==> config.mk <==
export PLATFORM = sky130hd
export DESIGN_NAME = sync_protect_ctrl
export DESIGN_NICKNAME = d
export VERILOG_FILES = /design/src/rtl/sync_prot_pkg.sv /design/src/rtl/sync_cfg_regs.sv /design/src/rtl/sync_id_judge.sv /design/src/rtl/sync_guard.sv /design/src/rtl/sync_protect_ctrl.sv
export SDC_FILE = /design/constraint.sdc
export NUM_CORES = 1
export LEC_CHECK = 0
export BUFFER_PORTS_ARGS = -buffer_cell sky130_fd_sc_hd__buf_2
export CORE_ASPECT_RATIO = 0.5
export CORE_UTILIZATION = 50
export DETAILED_ROUTE_END_ITERATION = 8
export HOLD_SLACK_MARGIN = 0.06
export PLACE_DENSITY = 0.68
export SLEW_MARGIN = 5
export SYNTH_ARGS = -nofsm -noshare
export SYNTH_HDL_FRONTEND = slang
export SYNTH_HIERARCHICAL = 1
export SYNTH_SLANG_ARGS = --single-unit
==> constraint.sdc <==
create_clock -name clk -period 10.5 [get_ports clk]
set_clock_uncertainty 0.1 [all_clocks]
set_input_delay 2.1 -clock clk [delete_from_list [all_inputs] [get_ports clk]]
set_output_delay 2.1 -clock clk [all_outputs]
set_load 0.01 [all_outputs]
==> src/rtl/sync_prot_pkg.sv <==
package sync_prot_pkg;

    // Width of every programmable count or tolerance field
    localparam int FIELD_W = 4;

    typedef logic [FIELD_W-1:0] cnt_t;

    // One 8-bit configuration word: loss side in the upper nibble
    typedef struct packed {
        cnt_t back;
        cnt_t fwd;
    } pair_t;

    // Complete configuration image
    typedef struct packed {
        pair_t tol;
        pair_t blk;
        pair_t frm;
    } sync_cfg_t;

    typedef enum logic [1:0] {
        CA_TOL  = 2'd0,
        CA_BLK  = 2'd1,
        CA_FRM  = 2'd2,
        CA_NONE = 2'd3
    } cfg_addr_e;

    typedef enum logic [1:0] {
        G_IDLE   = 2'd0,
        G_ARMED  = 2'd1,
        G_LOCKED = 2'd2
    } guard_st_e;

    localparam pair_t TOL_DFLT  = '{back: 4'd2, fwd: 4'd2};
    localparam pair_t PROT_DFLT = '{back: 4'd1, fwd: 4'd7};
    localparam sync_cfg_t CFG_DFLT = '{tol: TOL_DFLT, blk: PROT_DFLT, frm: PROT_DFLT};

    function automatic pair_t to_pair(input logic [7:0] d);
        return pair_t'(d);
    endfunction

endpackage

==> src/rtl/sync_cfg_regs.sv <==
module sync_cfg_regs
    import sync_prot_pkg::*;
(
    input  logic        clk,
    input  logic        rst,
    input  logic        we,
    input  logic [1:0]  addr,
    input  logic [7:0]  data,
    output sync_cfg_t   cfg
);

    sync_cfg_t cfg_q;

    always_ff @(posedge clk) begin
        if (rst) begin
            cfg_q <= CFG_DFLT;
        end else if (we) begin
            case (cfg_addr_e'(addr))
                CA_TOL:  cfg_q.tol <= to_pair(data);
                CA_BLK:  cfg_q.blk <= to_pair(data);
                CA_FRM:  cfg_q.frm <= to_pair(data);
                default: ;
            endcase
        end
    end

    assign cfg = cfg_q;


    dflt_after_rst_chk: assert property (@(posedge clk) disable iff (rst)
        $past(rst) |-> (cfg_q == CFG_DFLT));

endmodule

==> src/rtl/sync_id_judge.sv <==
module sync_id_judge
    import sync_prot_pkg::*;
#(
    parameter int MISM_W = 5
) (
    input  logic [MISM_W-1:0] mism,
    input  pair_t             tol,
    output logic              pass_fwd,
    output logic              pass_back
);

    // Common comparison width so any mismatch width lines up with the fields
    localparam int CW = (MISM_W > FIELD_W) ? MISM_W : FIELD_W;

    logic [CW-1:0] m_ext;
    logic [CW-1:0] tf_ext;
    logic [CW-1:0] tb_ext;

    assign m_ext  = CW'(mism);
    assign tf_ext = CW'(tol.fwd);
    assign tb_ext = CW'(tol.back);

    // Inclusive tolerances: equal passes
    assign pass_fwd  = (m_ext <= tf_ext);
    assign pass_back = (m_ext <= tb_ext);

endmodule

==> src/rtl/sync_guard.sv <==
module sync_guard
    import sync_prot_pkg::*;
#(
    parameter int PERIOD = 288
) (
    input  logic clk,
    input  logic rst,
    input  logic clr,        // force to idle this cycle
    input  logic tick,       // one unit of spacing (bit or block)
    input  logic pass_fwd,   // candidate quality while hunting
    input  logic pass_back,  // candidate quality while locked
    input  cnt_t fwd_n,      // acquire count minus one
    input  cnt_t back_n,     // loss count minus one
    output logic locked,
    output logic lock_nxt,
    output logic mark        // accepted expected position, lock held after it
);

    localparam int PW = (PERIOD > 1) ? $clog2(PERIOD) : 1;
    localparam logic [PW-1:0] LAST = PW'(PERIOD - 1);

    guard_st_e     st_q, st_d;
    logic [PW-1:0] pos_q, pos_d;
    cnt_t          hit_q, hit_d;
    cnt_t          miss_q, miss_d;
    logic          at_last;

    assign at_last = (pos_q == LAST);

    always_comb begin
        st_d   = st_q;
        pos_d  = pos_q;
        hit_d  = hit_q;
        miss_d = miss_q;
        mark   = 1'b0;
        if (tick) begin
            pos_d = at_last ? '0 : pos_q + 1'b1;
            case (st_q)
                G_IDLE: begin
                    if (pass_fwd) begin
                        // first candidate defines the flywheel phase
                        pos_d = '0;
                        if (fwd_n == '0) begin
                            st_d   = G_LOCKED;
                            miss_d = '0;
                            mark   = 1'b1;
                        end else begin
                            st_d  = G_ARMED;
                            hit_d = cnt_t'(1);
                        end
                    end
                end
                G_ARMED: begin
                    if (at_last) begin
                        if (!pass_fwd) begin
                            st_d  = G_IDLE;
                            hit_d = '0;
                        end else if (hit_q == fwd_n) begin
                            st_d   = G_LOCKED;
                            miss_d = '0;
                            mark   = 1'b1;
                        end else begin
                            hit_d = hit_q + 1'b1;
                        end
                    end
                end
                G_LOCKED: begin
                    if (at_last) begin
                        if (pass_back) begin
                            miss_d = '0;
                            mark   = 1'b1;
                        end else if (miss_q == back_n) begin
                            st_d   = G_IDLE;
                            hit_d  = '0;
                            miss_d = '0;
                        end else begin
                            miss_d = miss_q + 1'b1;
                            mark   = 1'b1;
                        end
                    end
                end
                default: begin
                    st_d = G_IDLE;
                end
            endcase
        end
        if (clr) begin
            st_d   = G_IDLE;
            hit_d  = '0;
            miss_d = '0;
            mark   = 1'b0;
        end
    end

    always_ff @(posedge clk) begin
        if (rst) begin
            st_q   <= G_IDLE;
            pos_q  <= '0;
            hit_q  <= '0;
            miss_q <= '0;
        end else begin
            st_q   <= st_d;
            pos_q  <= pos_d;
            hit_q  <= hit_d;
            miss_q <= miss_d;
        end
    end

    assign locked   = (st_q == G_LOCKED);
    assign lock_nxt = (st_d == G_LOCKED);


    rise_on_tick_chk: assert property (@(posedge clk) disable iff (rst)
        $rose(locked) |-> $past(tick));


    fall_cause_chk: assert property (@(posedge clk) disable iff (rst)
        $fell(locked) |-> ($past(tick) || $past(clr) || $past(rst)));

endmodule

==> src/rtl/sync_protect_ctrl.sv <==
module sync_protect_ctrl
    import sync_prot_pkg::*;
#(
    parameter int BLOCK_BITS   = 288,
    parameter int FRAME_BLOCKS = 272,
    parameter int MISM_W       = 5
) (
    input  logic              clk,
    input  logic              rst,
    input  logic              cfg_we,
    input  logic [1:0]        cfg_addr,
    input  logic [7:0]        cfg_data,
    input  logic              bit_stb,
    input  logic [MISM_W-1:0] id_mism,
    input  logic              frm_mark,
    output logic              blk_lock,
    output logic              frm_lock,
    output logic              blk_start,
    output logic              frm_start
);

    sync_cfg_t cfg;
    logic      pass_fwd, pass_back;
    logic      blk_lock_nxt, blk_mark;
    logic      frm_lock_nxt, frm_mark_acc;
    logic      blk_start_q, frm_start_q;

    sync_cfg_regs u_cfg (
        .clk  (clk),
        .rst  (rst),
        .we   (cfg_we),
        .addr (cfg_addr),
        .data (cfg_data),
        .cfg  (cfg)
    );

    sync_id_judge #(.MISM_W(MISM_W)) u_judge (
        .mism      (id_mism),
        .tol       (cfg.tol),
        .pass_fwd  (pass_fwd),
        .pass_back (pass_back)
    );

    // Block level: spacing counted in bit strobes
    sync_guard #(.PERIOD(BLOCK_BITS)) u_blk (
        .clk       (clk),
        .rst       (rst),
        .clr       (1'b0),
        .tick      (bit_stb),
        .pass_fwd  (pass_fwd),
        .pass_back (pass_back),
        .fwd_n     (cfg.blk.fwd),
        .back_n    (cfg.blk.back),
        .locked    (blk_lock),
        .lock_nxt  (blk_lock_nxt),
        .mark      (blk_mark)
    );

    // Frame level: spacing counted in accepted block starts,
    // held idle whenever block lock will not be held
    sync_guard #(.PERIOD(FRAME_BLOCKS)) u_frm (
        .clk       (clk),
        .rst       (rst),
        .clr       (!blk_lock_nxt),
        .tick      (blk_mark),
        .pass_fwd  (frm_mark),
        .pass_back (frm_mark),
        .fwd_n     (cfg.frm.fwd),
        .back_n    (cfg.frm.back),
        .locked    (frm_lock),
        .lock_nxt  (frm_lock_nxt),
        .mark      (frm_mark_acc)
    );

    always_ff @(posedge clk) begin
        if (rst) begin
            blk_start_q <= 1'b0;
            frm_start_q <= 1'b0;
        end else begin
            blk_start_q <= blk_mark;
            frm_start_q <= frm_mark_acc;
        end
    end

    assign blk_start = blk_start_q;
    assign frm_start = frm_start_q;


    frm_needs_blk_chk: assert property (@(posedge clk) disable iff (rst)
        frm_lock |-> blk_lock);


    frm_nxt_needs_blk_chk: assert property (@(posedge clk) disable iff (rst)
        frm_lock_nxt |-> blk_lock_nxt);


    bs_needs_lock_chk: assert property (@(posedge clk) disable iff (rst)
        blk_start |-> blk_lock);


    fs_with_bs_chk: assert property (@(posedge clk) disable iff (rst)
        frm_start |-> (blk_start && frm_lock));

endmodule

Yosys cells after proc, flatten, opt, wreduce, memory -nomap -nowiden
Index checks and enable logic that the tools add are counted.
{"block": "totals", "ff_bits": 64, "in_bits": 20, "output_inout_bits": 4, "elab_cells": 157}
{"block": "op_classes", "add_sub_neg": 6, "order_cmp": 2, "n_eq_ne": 34, "mux": 80, "bitwise_logic": 2, "n_reduce_logical": 17}
{"op": "2-to-1 mux 4 bit", "n": 32}
{"op": "2-to-1 mux 9 bit", "n": 6}
{"op": "case mux 4 bit (3 select lines)", "n": 4}
{"op": "2-to-1 mux 2 bit", "n": 17}
{"op": "!= test 2 x 1 -> 1 bit, second input constant", "n": 12}
{"op": "adder 9 x 1 -> 9 bit, second input constant", "n": 2}
{"op": "== test 9 bit, second input constant", "n": 2}
{"op": "AND reduction 9 bit", "n": 2}
{"op": "2-to-1 mux 1 bit", "n": 17}
{"op": "adder 4 x 1 -> 4 bit, second input constant", "n": 4}
{"op": "== test 4 bit", "n": 4}
{"op": "AND reduction 8 bit", "n": 2}
{"op": "!= test 2 bit, second input constant", "n": 6}
{"op": "case mux 2 bit (3 select lines)", "n": 2}
{"op": "less-or-equal comparator 5 x 4 -> 1 bit", "n": 2}
{"op": "== test 2 bit, second input constant", "n": 4}
{"op": "logical NOT 4 bit", "n": 2}
{"op": "AND reduction 7 bit", "n": 1}
{"op": "== test 2 x 1 -> 1 bit, second input constant", "n": 3}
{"op": "logical NOT 2 bit", "n": 3}
{"op": "!= test 3 bit, second input constant", "n": 2}
{"op": "case mux 1 bit (3 select lines)", "n": 2}
{"op": "AND reduction 2 bit", "n": 3}
{"op": "nonzero test 3 bit", "n": 2}
{"op": "4 further kinds", "n": 5}

Depth between registers and ports, before layout
{"block": "logic_depth", "ltp_word": 9, "depth_mapped": 16, "depth_no_buf": 15}

Hierarchy
Netlist, hierarchy kept.
{"mod": "sync_guard at u_frm", "n_inst": 1, "cells_per_inst": 160, "area_each_um2": 1366.3, "seq_area_each_um2": 380.4}
{"mod": "sync_guard at u_blk", "n_inst": 1, "cells_per_inst": 161, "area_each_um2": 1298.7, "seq_area_each_um2": 380.4}
{"mod": "sync_cfg_regs", "n_inst": 1, "cells_per_inst": 95, "area_each_um2": 998.5, "seq_area_each_um2": 480.5}
{"mod": "sync_id_judge", "n_inst": 1, "cells_per_inst": 29, "area_each_um2": 221.5, "seq_area_each_um2": 0.0}
{"mod": "sync_protect_ctrl", "n_inst": 1, "cells_per_inst": 6, "area_each_um2": 60.1, "seq_area_each_um2": 40.0}

Least setup slack after synthesis
No wires, ideal clock.
{"block": "synth_path", "kind": "input -> register", "from": "in id_mism[2]", "to": "reg u_frm.miss_q[3]", "setup_ps": 92, "arrival_time_ps": 5067, "required_ps": 10308, "path_slack_ps": 5240, "cell_stages": 14, "path_buffers": 2, "cell_sequence": "ha_1 > a21oi_2 > o221ai_2 > a21oi_1 > clkbuf_1 > nand2_1 > or4_1 > o221ai_1 > a211oi_1 > nor4_2 > inv_1 > or2_2 > clkdlybuf4s25_2 > o32ai_1"}
{"block": "synth_between", "elab_chain_cells": 8, "word_cells_on_any_way": 20, "classes_between": "2 x order compare; 1 x eq/ne; 14 x mux; 1 x bitwise; 2 x reduce/logical"}
{"element": "start, declared", "line_no": "sync_protect_ctrl.sv:14", "text": "input logic [MISM_W-1:0] id_mism,"}
{"element": "less-or-equal comparator 5 x 4 -> 1 bit *", "line_no": "sync_id_judge.sv:24", "text": "assign pass_fwd = (m_ext <= tf_ext);"}
{"element": "net pass_fwd", "line_no": "sync_protect_ctrl.sv:23", "text": "logic pass_fwd, pass_back;"}
{"element": "2-to-1 mux 2 bit", "line_no": "sync_guard.sv:55", "text": "if (!pass_fwd) begin"}
{"element": "2-to-1 mux 2 bit", "line_no": "sync_guard.sv:54", "text": "if (at_last) begin"}
{"element": "case mux 2 bit (3 select lines) *", "line_no": "sync_guard.sv:38", "text": "case (st_q)"}
{"element": "2-to-1 mux 2 bit *", "line_no": "sync_guard.sv:36", "text": "if (tick) begin"}
{"element": "== test 2 bit *", "line_no": "sync_guard.sv:110", "text": "assign lock_nxt = (st_d == G_LOCKED);"}
{"element": "net blk_lock_nxt", "line_no": "sync_protect_ctrl.sv:24", "text": "logic blk_lock_nxt, blk_mark;"}
{"element": "NOT 1 bit (no line) *"}
{"element": "OR reduction 2 bit (no line) *"}
{"element": "end signal, assigned", "line_no": "sync_guard.sv:105", "text": "miss_q <= miss_d;"}
{"element": "end, declared", "line_no": "sync_guard.sv:25", "text": "cnt_t miss_q, miss_d;"}
Mark *: on every way through the listed nets, which the timed path passes. The rest lies on a longest branch.
A chain may end at the register's enable or synchronous reset.

Worst setup path in the final report
Ends and elaborated chain as after synthesis.

==> reports/qor.csv <==
stage;metric;value;unit
run_status;result of the run;complete, no violations;
clock_network;Post-CTS Hold Fix Bufs;0;
placed_design;Port Buffers;23;
pwr;cell leakage power;1.638;nW
critical_path;critical path launch point;id_mism[2];
final_layout;most used cells in the layout excluding fill and tap cells;sky130_fd_sc_hd__dfxtp_1, sky130_fd_sc_hd__nor2_1, sky130_fd_sc_hd__nand2_1;
clock_network;TritonCTS clock tree;done;
final_layout;most common cell after layout, fill and taps aside;sky130_fd_sc_hd__dfxtp_1;
final_layout;Syn-to-layout area delta;12.55;%
clock_network;clock insertion delay at the later pin of the skew report;0.32;ns
pwr;total power divided by cell area;133.3;mW/mm2
pwr;maximum ir drop on the vdd rail;82.29;uV
floorplan;die outline area;0.008258;mm2
pwr;total design power;0.0005910;W
clock_network;CTS buffer count;9;
yosys;number of cells produced by synthesis;450;
routing;average vias per placed instance;5.549;
global_routing;via count of the first global-routing pass;3093;
pwr;switching fraction of total power;0.2121;
pwr;Gate power share;0.072;
global_routing;first-pass GRT wire length;14240;um
routing;average detailed-routed wire length per instance;13.92;um
sta;number of hold violations in the final report;0;
pwr;Seq pwr share;0.425;
final_layout;nets@finish;516;
sta;slew at the pin closest to its max-slew limit;0.8191;ns
floorplan;width of the die;127.5;um
clock_network;library cell used as clock root buffer;sky130_fd_sc_hd__clkbuf_16;
clock_network;Max clock buf depth;2;
floorplan;area of the core region;0.007487;mm2
critical_path;signal arrival time at the worst endpoint;5.59;ns
critical_path;kind of critical path;in2reg;
global_routing;pin count of the biggest net entering global routing;48;
critical_path;largest fanout on the critical path;11;
pwr;internal power contribution;0.0004656;W
routing;Met1 Wirelength;4377;um
final_layout;antenna diode count;0;
sta;Slew Viols, Final;0;
placed_design;routability-driven placement congestion ratio;0.8296;
yosys;Synth warnings;6;
floorplan;io pins;24;
placed_design;dpl hpwl;6072;um
sta;setup repair after global routing missed its margin;false;
final_layout;filler cell count in the final layout;694;
critical_path;crit end category;register;
sta;post-route minimum period;5.462;ns
final_layout;layout cells sized above 1;0.1234;
clock_network;Resized cells post-CTS;0;
floorplan;Row Count;22;
floorplan;floorplan die height;64.76;um
floorplan;initial standard-cell utilization of the core;0.5261;
yosys;post-synthesis instance area;0.003939;mm2
critical_path;sort of element at the start of the critical path;input pin;
clock_network;H-tree depth reported by CTS;3;
routing;number of design-rule violations left by the first detailed-router iteration;206;
routing;sum of routed wire length over all layers;8155;um
sta;final period utilization;0.5202;
routing;highest metal used;met4;
routing;DR pass1 iterations;4;
sta;Highest Clock Rate;183.1;MHz
final_layout;core occupancy in the finished layout;0.5921;
global_routing;antenna violations before repair;0;
sta;total negative slack for setup checks;0;ns
clock_network;number of clock sinks;64;
clock_network;post-CTS clock slew at the launch and capture registers of the worst setup and hold paths;0.05;ns
critical_path;required time at the endpoint of the critical path;10.63;ns
hold_path;startpoint of the worst hold path;u_cfg/cfg[23];
pwr;switching power total;0.0001254;W
sta;max_slew headroom;0.4539;
routing;met3 wirelength from detailed routing;242;um
routing;drc violations;0;
routing;post-route ant nets;0;
routing;total met2 wirelength after detailed routing;3447;um
critical_path;startpoint of the worst-slack reg-to-reg timing path;u_cfg/cfg[18];
global_routing;overall overflow remaining after global route;0;
yosys;Synth Area per Inst;8.753;um2
sta;final setup violation count;0;
routing;total number of vias;3252;
pwr;Clock Power Share;0.503;
job;max-cap violations;0;
clock_network;post-CTS setup buffers;0;
global_routing;total global-route track usage;0.2206;
hold_path;worst hold path class;reg2reg;
## per-stage QoR
stage / worst slack, ns / cells / instance area, um2 / hold WS [ns]
after global routing: 4.742 / 586 / 4433 / 0.4025
after detailed placement: 4.743 / 571 / 4126 / 0.3677
after CTS: 5.091 / 586 / 4433 / 0.3786
after global placement: 4.806 / 571 / 4126 / 0.3615
final: 5.038 / 586 / 4433 / 0.3744
after floorplan: 5.257 / 453 / 3950 / 0.3487
## worst paths after layout
check / endpoint / cells past startpoint / slack (ns)
max: u_frm/miss_q[3] / 13 / 5.04
min: u_cfg/cfg[23] / 2 / 0.37
max reg2reg: u_frm/miss_q[3] / 13 / 6.57
min reg2reg: u_cfg/cfg[23] / 2 / 0.37
## layer usage
metal | GRT usage | up-vias
li1 | - | 1696
met1 | 0.3006 | 1500
met5 | 0 | -
met2 | 0.3395 | 45
met3 | 0.05615 | 11
met4 | 0.07440 | 0
## flip-flops by register name, indices dropped and copies added, names as in the netlist, 4 cells and up
register,count
u_frm/hit_q,4
u_cfg/cfg,24
u_blk/pos_q,9
u_blk/hit_q,4
u_frm/miss_q,4
u_frm/pos_q,9
u_blk/miss_q,4
## worst max-delay path, stage by stage
cell and delay, ns:
sky130_fd_sc_hd__buf_2 0.11, sky130_fd_sc_hd__ha_1 0.32, sky130_fd_sc_hd__a21oi_2 0.15, sky130_fd_sc_hd__o221ai_2 0.10
sky130_fd_sc_hd__a21oi_1 0.64, sky130_fd_sc_hd__nand2_1 0.31, sky130_fd_sc_hd__or4_1 0.47, sky130_fd_sc_hd__o221ai_1 0.16
sky130_fd_sc_hd__a211oi_1 0.10, sky130_fd_sc_hd__nor4_2 0.33, sky130_fd_sc_hd__inv_1 0.11, sky130_fd_sc_hd__or2_2 0.40
sky130_fd_sc_hd__o32ai_1 0.29
## final cells by class
class                           instances  area [um2]  area share
Multi-Input combinational cell        357        2520      0.5684
Sequential cell                        64        1281      0.2890
Clock buffer                           12       266.5     0.06012
Tap cell                              108       135.1     0.03048
Timing Repair Buffer                   24       122.6     0.02766
Inverter                               18       67.56     0.01524
Clock inverter                          3       40.04    0.009032
## power by group through the flow
stage | combinational, W | clock, W | sequential (W)
3_5_place_dp | 0.0000422 | 0 | 0.000256
6_report | 0.0000424 | 0.000297 | 0.000251
2_1_floorplan | 0.0000312 | 0 | 0.000255
5_1_grt | 0.0000478 | 0.000315 | 0.000252
3_3_place_gp | 0.0000419 | 0 | 0.000256
4_1_cts | 0.0000424 | 0.000305 | 0.000251
No activity file was read; power rests on OpenSTA's default activity.
